`config.mk`:
```
export PLATFORM = sky130hd
export DESIGN_NAME = pwrdn_ctrl
export DESIGN_NICKNAME = d
export VERILOG_FILES = /design/src/rtl/pwrdn_pkg.sv /design/src/rtl/pwrdn_regs.sv /design/src/rtl/pwrdn_settle.sv /design/src/rtl/pwrdn_fsm.sv /design/src/rtl/pwrdn_ctrl.sv
export SDC_FILE = /design/constraint.sdc
export NUM_CORES = 1
export LEC_CHECK = 0
export ABC_AREA = 1
export CORE_UTILIZATION = 49
export DETAILED_ROUTE_END_ITERATION = 10
export PLACE_DENSITY = 0.76
export SYNTH_ARGS = -nofsm -noshare
export SYNTH_HDL_FRONTEND = slang
export SYNTH_SLANG_ARGS = --single-unit
export TNS_END_PERCENT = 100
```
`constraint.sdc`:
```
create_clock -name clk -period 1.5 [get_ports clk]
set_input_delay 0.45 -clock clk [delete_from_list [all_inputs] [get_ports clk]]
set_output_delay 0.45 -clock clk [all_outputs]
set_load 0.05 [all_outputs]
```
`src/rtl/pwrdn_pkg.sv`:
```
package pwrdn_pkg;
  typedef enum logic [1:0] {
    PD_RUN    = 2'd0,
    PD_NAP    = 2'd1,
    PD_DEEP   = 2'd2,
    PD_SETTLE = 2'd3
  } pd_state_e;

  localparam int unsigned REG_W        = 8;
  localparam int unsigned CTL_DEEP_BIT = 7;
  localparam int unsigned CTL_WSEL_LSB = 4;
  localparam int unsigned CTL_FLAG_BIT = 0;
  localparam int unsigned WSEL_W       = 3;
  localparam int unsigned NUM_CODES    = 1 << WSEL_W;
  localparam int unsigned NUM_LONG     = 6;

  localparam logic [WSEL_W-1:0] WSEL_SHORT = 3'b110;
  localparam logic [WSEL_W-1:0] WSEL_BAD   = 3'b111;
endpackage

```
`src/rtl/pwrdn_regs.sv`:
```
module pwrdn_regs
  import pwrdn_pkg::*;
(
  input  logic              clk,
  input  logic              rst_n,
  input  logic              wr_en,
  input  logic [REG_W-1:0]  wdata,
  output logic              deep_sel,
  output logic [WSEL_W-1:0] wsel,
  output logic              bad_flag,
  output logic [REG_W-1:0]  rdata
);
  logic [WSEL_W-1:0] wr_code;
  logic              unused_wbits;

  assign wr_code      = wdata[CTL_WSEL_LSB +: WSEL_W];
  assign unused_wbits = ^wdata[CTL_WSEL_LSB-1:CTL_FLAG_BIT+1];

  always_ff @(posedge clk) begin
    if (!rst_n) begin
      deep_sel <= 1'b0;
      wsel     <= '0;
      bad_flag <= 1'b0;
    end else if (wr_en) begin
      deep_sel <= wdata[CTL_DEEP_BIT];
      wsel     <= wr_code;
      if (wr_code == WSEL_BAD)
        bad_flag <= 1'b1;
      else if (wdata[CTL_FLAG_BIT])
        bad_flag <= 1'b0;
    end
  end

  always_comb begin
    rdata                              = '0;
    rdata[CTL_DEEP_BIT]                = deep_sel;
    rdata[CTL_WSEL_LSB +: WSEL_W]      = wsel;
    rdata[CTL_FLAG_BIT]                = bad_flag;
  end

  // the flag survives any write that does not request clearing
  assert_flag_sticky_R8: assert property (@(posedge clk) disable iff (!rst_n)
    bad_flag && !(wr_en && wdata[CTL_FLAG_BIT]) |=> bad_flag);

  // deep-select moves only on a write
  assert_deep_hold_R9: assert property (@(posedge clk) disable iff (!rst_n)
    !wr_en |=> $stable(deep_sel));
endmodule

```
`src/rtl/pwrdn_settle.sv`:
```
module pwrdn_settle
  import pwrdn_pkg::*;
#(
  parameter int BASE_LOG2  = 13,
  parameter int SHORT_LOG2 = 10
) (
  input  logic              clk,
  input  logic              rst_n,
  input  logic              load,
  input  logic [WSEL_W-1:0] wsel,
  output logic              done
);
  localparam int CNT_W    = BASE_LOG2 + NUM_LONG - 1;
  localparam int LONG_EXP = BASE_LOG2 + NUM_LONG - 1;

  logic [CNT_W-1:0] reload_tbl [NUM_CODES];
  logic [CNT_W-1:0] cnt;
  logic             busy;

  for (genvar c = 0; c < NUM_CODES; c++) begin : g_tbl
    if (c < NUM_LONG) begin : g_long
      assign reload_tbl[c] = CNT_W'((64'd1 << (BASE_LOG2 + c)) - 64'd1);
    end else if (c == int'(WSEL_SHORT)) begin : g_short
      assign reload_tbl[c] = CNT_W'((64'd1 << SHORT_LOG2) - 64'd1);
    end else begin : g_bad
      assign reload_tbl[c] = CNT_W'((64'd1 << LONG_EXP) - 64'd1);
    end
  end

  always_ff @(posedge clk) begin
    if (!rst_n) begin
      cnt  <= '0;
      busy <= 1'b0;
    end else if (load) begin
      cnt  <= reload_tbl[wsel];
      busy <= 1'b1;
    end else if (busy) begin
      if (cnt == '0)
        busy <= 1'b0;
      else
        cnt <= cnt - 1'b1;
    end
  end

  assign done = busy && (cnt == '0);

  // the settling count steps down by one each cycle
  assert_count_step_R6: assert property (@(posedge clk) disable iff (!rst_n)
    busy && (cnt != '0) && !load |=> busy && (cnt == $past(cnt) - 1'b1));

  // terminal count lasts one cycle
  assert_done_single_R11: assert property (@(posedge clk) disable iff (!rst_n)
    done |=> !done);
endmodule

```
`src/rtl/pwrdn_fsm.sv`:
```
module pwrdn_fsm
  import pwrdn_pkg::*;
(
  input  logic      clk,
  input  logic      rst_n,
  input  logic      sleep_req,
  input  logic      irq,
  input  logic      deep_sel,
  input  logic      settle_done,
  output pd_state_e state,
  output logic      settle_load,
  output logic      resume
);
  pd_state_e nxt;
  logic      wake;

  always_comb begin
    nxt         = state;
    settle_load = 1'b0;
    wake        = 1'b0;
    unique case (state)
      PD_RUN:    if (sleep_req) nxt = deep_sel ? PD_DEEP : PD_NAP;
      PD_NAP:    if (irq) begin nxt = PD_RUN; wake = 1'b1; end
      PD_DEEP:   if (irq) begin nxt = PD_SETTLE; settle_load = 1'b1; end
      PD_SETTLE: if (settle_done) begin nxt = PD_RUN; wake = 1'b1; end
      default:   nxt = PD_RUN;
    endcase
  end

  always_ff @(posedge clk) begin
    if (!rst_n) begin
      state  <= PD_RUN;
      resume <= 1'b0;
    end else begin
      state  <= nxt;
      resume <= wake;
    end
  end

  // the shallow state holds until an interrupt, whatever sleep_req does
  assert_nap_hold_R10: assert property (@(posedge clk) disable iff (!rst_n)
    (state == PD_NAP) && !irq |=> (state == PD_NAP));

  // the deep state holds until an interrupt
  assert_deep_hold_R10: assert property (@(posedge clk) disable iff (!rst_n)
    (state == PD_DEEP) && !irq |=> (state == PD_DEEP));

  // resume is a single-cycle strobe
  assert_resume_pulse_R11: assert property (@(posedge clk) disable iff (!rst_n)
    resume |=> !resume);

  // a shallow wake-up takes one edge
  assert_nap_wake_R4: assert property (@(posedge clk) disable iff (!rst_n)
    (state == PD_NAP) && irq |=> (state == PD_RUN) && resume);
endmodule

```
`src/rtl/pwrdn_ctrl.sv`:
```
module pwrdn_ctrl
  import pwrdn_pkg::*;
#(
  parameter int BASE_LOG2  = 13,
  parameter int SHORT_LOG2 = 10
) (
  input  logic       clk,
  input  logic       rst_n,
  input  logic       reg_wr,
  input  logic [7:0] reg_wdata,
  output logic [7:0] reg_rdata,
  input  logic       sleep_req,
  input  logic       irq,
  output logic       core_halt,
  output logic       clk_en,
  output logic       resume
);
  logic              deep_sel;
  logic [WSEL_W-1:0] wsel;
  logic              bad_flag;
  logic              settle_load;
  logic              settle_done;
  pd_state_e         state;

  pwrdn_regs u_regs (
    .clk      (clk),
    .rst_n    (rst_n),
    .wr_en    (reg_wr),
    .wdata    (reg_wdata),
    .deep_sel (deep_sel),
    .wsel     (wsel),
    .bad_flag (bad_flag),
    .rdata    (reg_rdata)
  );

  pwrdn_settle #(
    .BASE_LOG2  (BASE_LOG2),
    .SHORT_LOG2 (SHORT_LOG2)
  ) u_settle (
    .clk   (clk),
    .rst_n (rst_n),
    .load  (settle_load),
    .wsel  (wsel),
    .done  (settle_done)
  );

  pwrdn_fsm u_fsm (
    .clk         (clk),
    .rst_n       (rst_n),
    .sleep_req   (sleep_req),
    .irq         (irq),
    .deep_sel    (deep_sel),
    .settle_done (settle_done),
    .state       (state),
    .settle_load (settle_load),
    .resume      (resume)
  );

  assign core_halt = (state != PD_RUN);
  assign clk_en    = (state != PD_DEEP) && (state != PD_SETTLE);

  // the clock comes back only together with the resume strobe
  assert_clken_with_resume_R6: assert property (@(posedge clk) disable iff (!rst_n)
    $rose(clk_en) |-> resume);

  // halting starts only from a sleep request
  assert_halt_cause_R3: assert property (@(posedge clk) disable iff (!rst_n)
    $rose(core_halt) |-> $past(sleep_req));

  // the gate closes only while halted
  assert_gate_halted_R5: assert property (@(posedge clk) disable iff (!rst_n)
    !clk_en |-> core_halt);
endmodule

```
==> results.ini <==
[setup_path]
crit_path_frequent_cell=nor2_1
r2r_setup_slack_ns=-0.03
crit_arrival_ns=1.83
slowest_delay_ns=0.36
crit_fanout=8
crit_start=u_settle.cnt[4]$_SDFFE_PN0P_
required_ns=1.80
startpoint_type=flip-flop
cp_cell_sequence=buf_4, nor2_2, nand2_2, nor2_4, nand3_1, nand2_1, inv_1, nor2_1, nor2_1, nor2_1
endpoint_kind=flip-flop
reg2reg_from=u_settle.cnt[4]$_SDFFE_PN0P_
critPathKind=flip-flop to flip-flop
slowest_stage=dfxtp_2

[floorplanning]
die-width_um=61.1
ios=24
rows=21
fp.dieArea_um2=3730
die_h_um=61.1
fp.coreArea_um2=3340
start_util_pct=51.3

[timing]
rsz0062_at_grt=yes
timing.hold.ws_ns=0.514
setup_tns_ns=-0.0257
hold_viol=0
post-route-period-util_pct=102
setup_viol=1
setup_ws_ns=-0.0257
fmax_ghz=0.655
report.final.slew_viol_count=0
fin_crit_ns=1.53
clock_skew_ns=0.00199

[place]
place_hpwl_mm=3.22
port_buffers=17
dp.cells=355
place_congestion=0.846
dp_slack_ns=-0.237

[detailed_routing]
vias=1992
postRouteAntennaNets=0
drc_errors=0
drt_iter0_markers=148
dr.pass1.iters=5
routed_via_density=5.43
wl_per_cell_um=13.8
routed_wl_mm=5.05

[job]
maxCapViolCount=0

[global_routing]
groute.usage.overall_pct=26.3
grt_pass1_vias=1706
grt_antenna_before_repair=0
overflow=0
grt_pass1_wl_mm=7.27
grt_max_degree=17

[clock_tree]
cts_max_level=1
clkSinkCount=27
clkLatencyLatePin_ns=0.35
clk_pin_slew_ns=0.15
clk_path_buf_depth=2
root_buffer=clkbuf_4
numCtsBuffers=3
cts_tree=built

[synth]
synth_top_cells_by_area=dfxtp_1 (32%), nand2_1 (11%), nor2_1 (10%)
synth_most_common_cell=nand2_1
yosys.area.top_type=dfxtp_1
ys_ff_latch=27
ys.flop_type=dfxtp_1
avgSynthCellArea_um2=6.46
synth_common_cells=nand2_1 (51), nor2_1 (46), nand3_1 (29)
ys_async_sr_fraction_pct=0
synth_cell_types=31
yosysTopAreaCellShare_pct=31.6
netlist_area_um2=1710
synth-edff-count=0
syn_inst=265
yosysSeqAreaShare_pct=31.6
synth_warnings=0

[power_and_ir_drop]
power.switching_w=0.00128
power_density_nw_per_um2=1160
comb_power_share_pct=58.8
peakVddDrop_mv=0.615
power_w=0.00288
p_seq_share_pct=29.5
p_sw_share_pct=44.4
leakage_nw=1.18
p_int_w=0.00160
clock_power_share_pct=11.7

[worst_hold_path]
hp-class=flip-flop to flip-flop
worstHoldStart=u_regs.bad_flag$_SDFFE_PN0P_

[layout]
area_delta_synth_final_pct=45.4
final_cells=367
diodes=0
drive_gt1_share_pct=34.0
nets=337

[outcome]
violations=setup timing
status=finished, violations left

## flip-flops by register name, indices dropped and copies added (netlist names)
register,cells
u_fsm.resume,1
u_settle.cnt,18
u_regs.bad_flag,1
u_settle.busy,1
u_fsm.state,2
u_regs.deep_sel,1
u_regs.wsel,3
## path summary, 6_finish.rpt
kind / end / depth (start not counted)
worst max register to register: u_settle.cnt[17]$_SDFFE_PN0P_ / 10
worst max-delay path: u_settle.cnt[17]$_SDFFE_PN0P_ / 10
worst min-delay path: u_regs.bad_flag$_SDFFE_PN0P_ / 2
worst min register to register: u_regs.bad_flag$_SDFFE_PN0P_ / 2
## logic make-up (layout without fill, tap and decap cells)
family / count (synthesis) / in the layout / share of synthesized area [%]
adders and majority gates: 2 / 2 / 1.46
and+or+nand+nor: 150 / 150 / 41.4
xor gates and xnor gates: 3 / 3 / 1.54
other: 1 / 3 / 0.219
DFF: 27 / 27 / 31.6
buffers and inverters: 37 / 91 / 10.0
AOI/OAI and AO/OA: 45 / 45 / 13.8
## per-stage QoR
stage,instance area (um^2),util (%)
6_report,2490,74.6
5_1_grt,2490,74.6
4_1_cts,2340,70.0
3_5_place_dp,2240,67.1
3_3_place_gp,2240,67.1
2_1_floorplan,1720,-
## routing by layer
layer / part of all wire [%] / GRT usage (%)
met1: 40 / 32.0
met4: 5.1 / 13.3
met2: 50 / 45.3
met3: 5.2 / 3.36
met5: 0 / 0
## area by class of cell
type	instances	area, um^2
well taps	46	57.6
multi-input cells	203	1140
clock buffers	3	22.5
inverters	26	106
fillers	265	848
flip-flops and latches	27	552
repair buffers	61	601
clock inverters	1	5.00
## cells in the final DEF (no fill, tap or decap), types with 4 or more instances in the layout
cell type        netlist  final
buf_12                 0      9
dfxtp_1               27     18
inv_1                 24     20
nor2_2                 5      6
nand3_1               29     28
buf_4                  6     41
nand2_1               51     47
clkdlybuf4s50_1        0      9
nand3b_1               4      4
o21ai_1                9      5
nand2_2                2      4
o21ai_2                0      5
nor2_1                46     36
o21ai_0               11     10
a21oi_1               21     21
nor2_4                 3     12
dfxtp_2                0      9
## power groups by stage
stage	Combinational (W)	Sequential [W]	Clock [W]
after floorplan	0.000911	0.000875	0
after global placement	0.00133	0.000842	0
after detailed placement	0.00137	0.000845	0
after CTS	0.00145	0.000831	0.000345
after global routing	0.00182	0.000855	0.000361
final	0.00169	0.000848	0.000337
## critical path: cells and delay by family, from the launching register on
| kind | cells | cell delay [ns] |
|---|---|---|
| DFF | 1 | 0.36 |
| and+or+nand+nor | 8 | 0.92 |
| buffers and inverters | 2 | 0.19 |
## timing repair
action | in CTS | in global routing
hold buffers | 0 | 0
setup endpoints to repair | 19 | 22
pin swaps | 2 | 13
setup buffers | 4 | 4
gates resized for setup | 12 | 41
(Power assumes the default switching activity.)
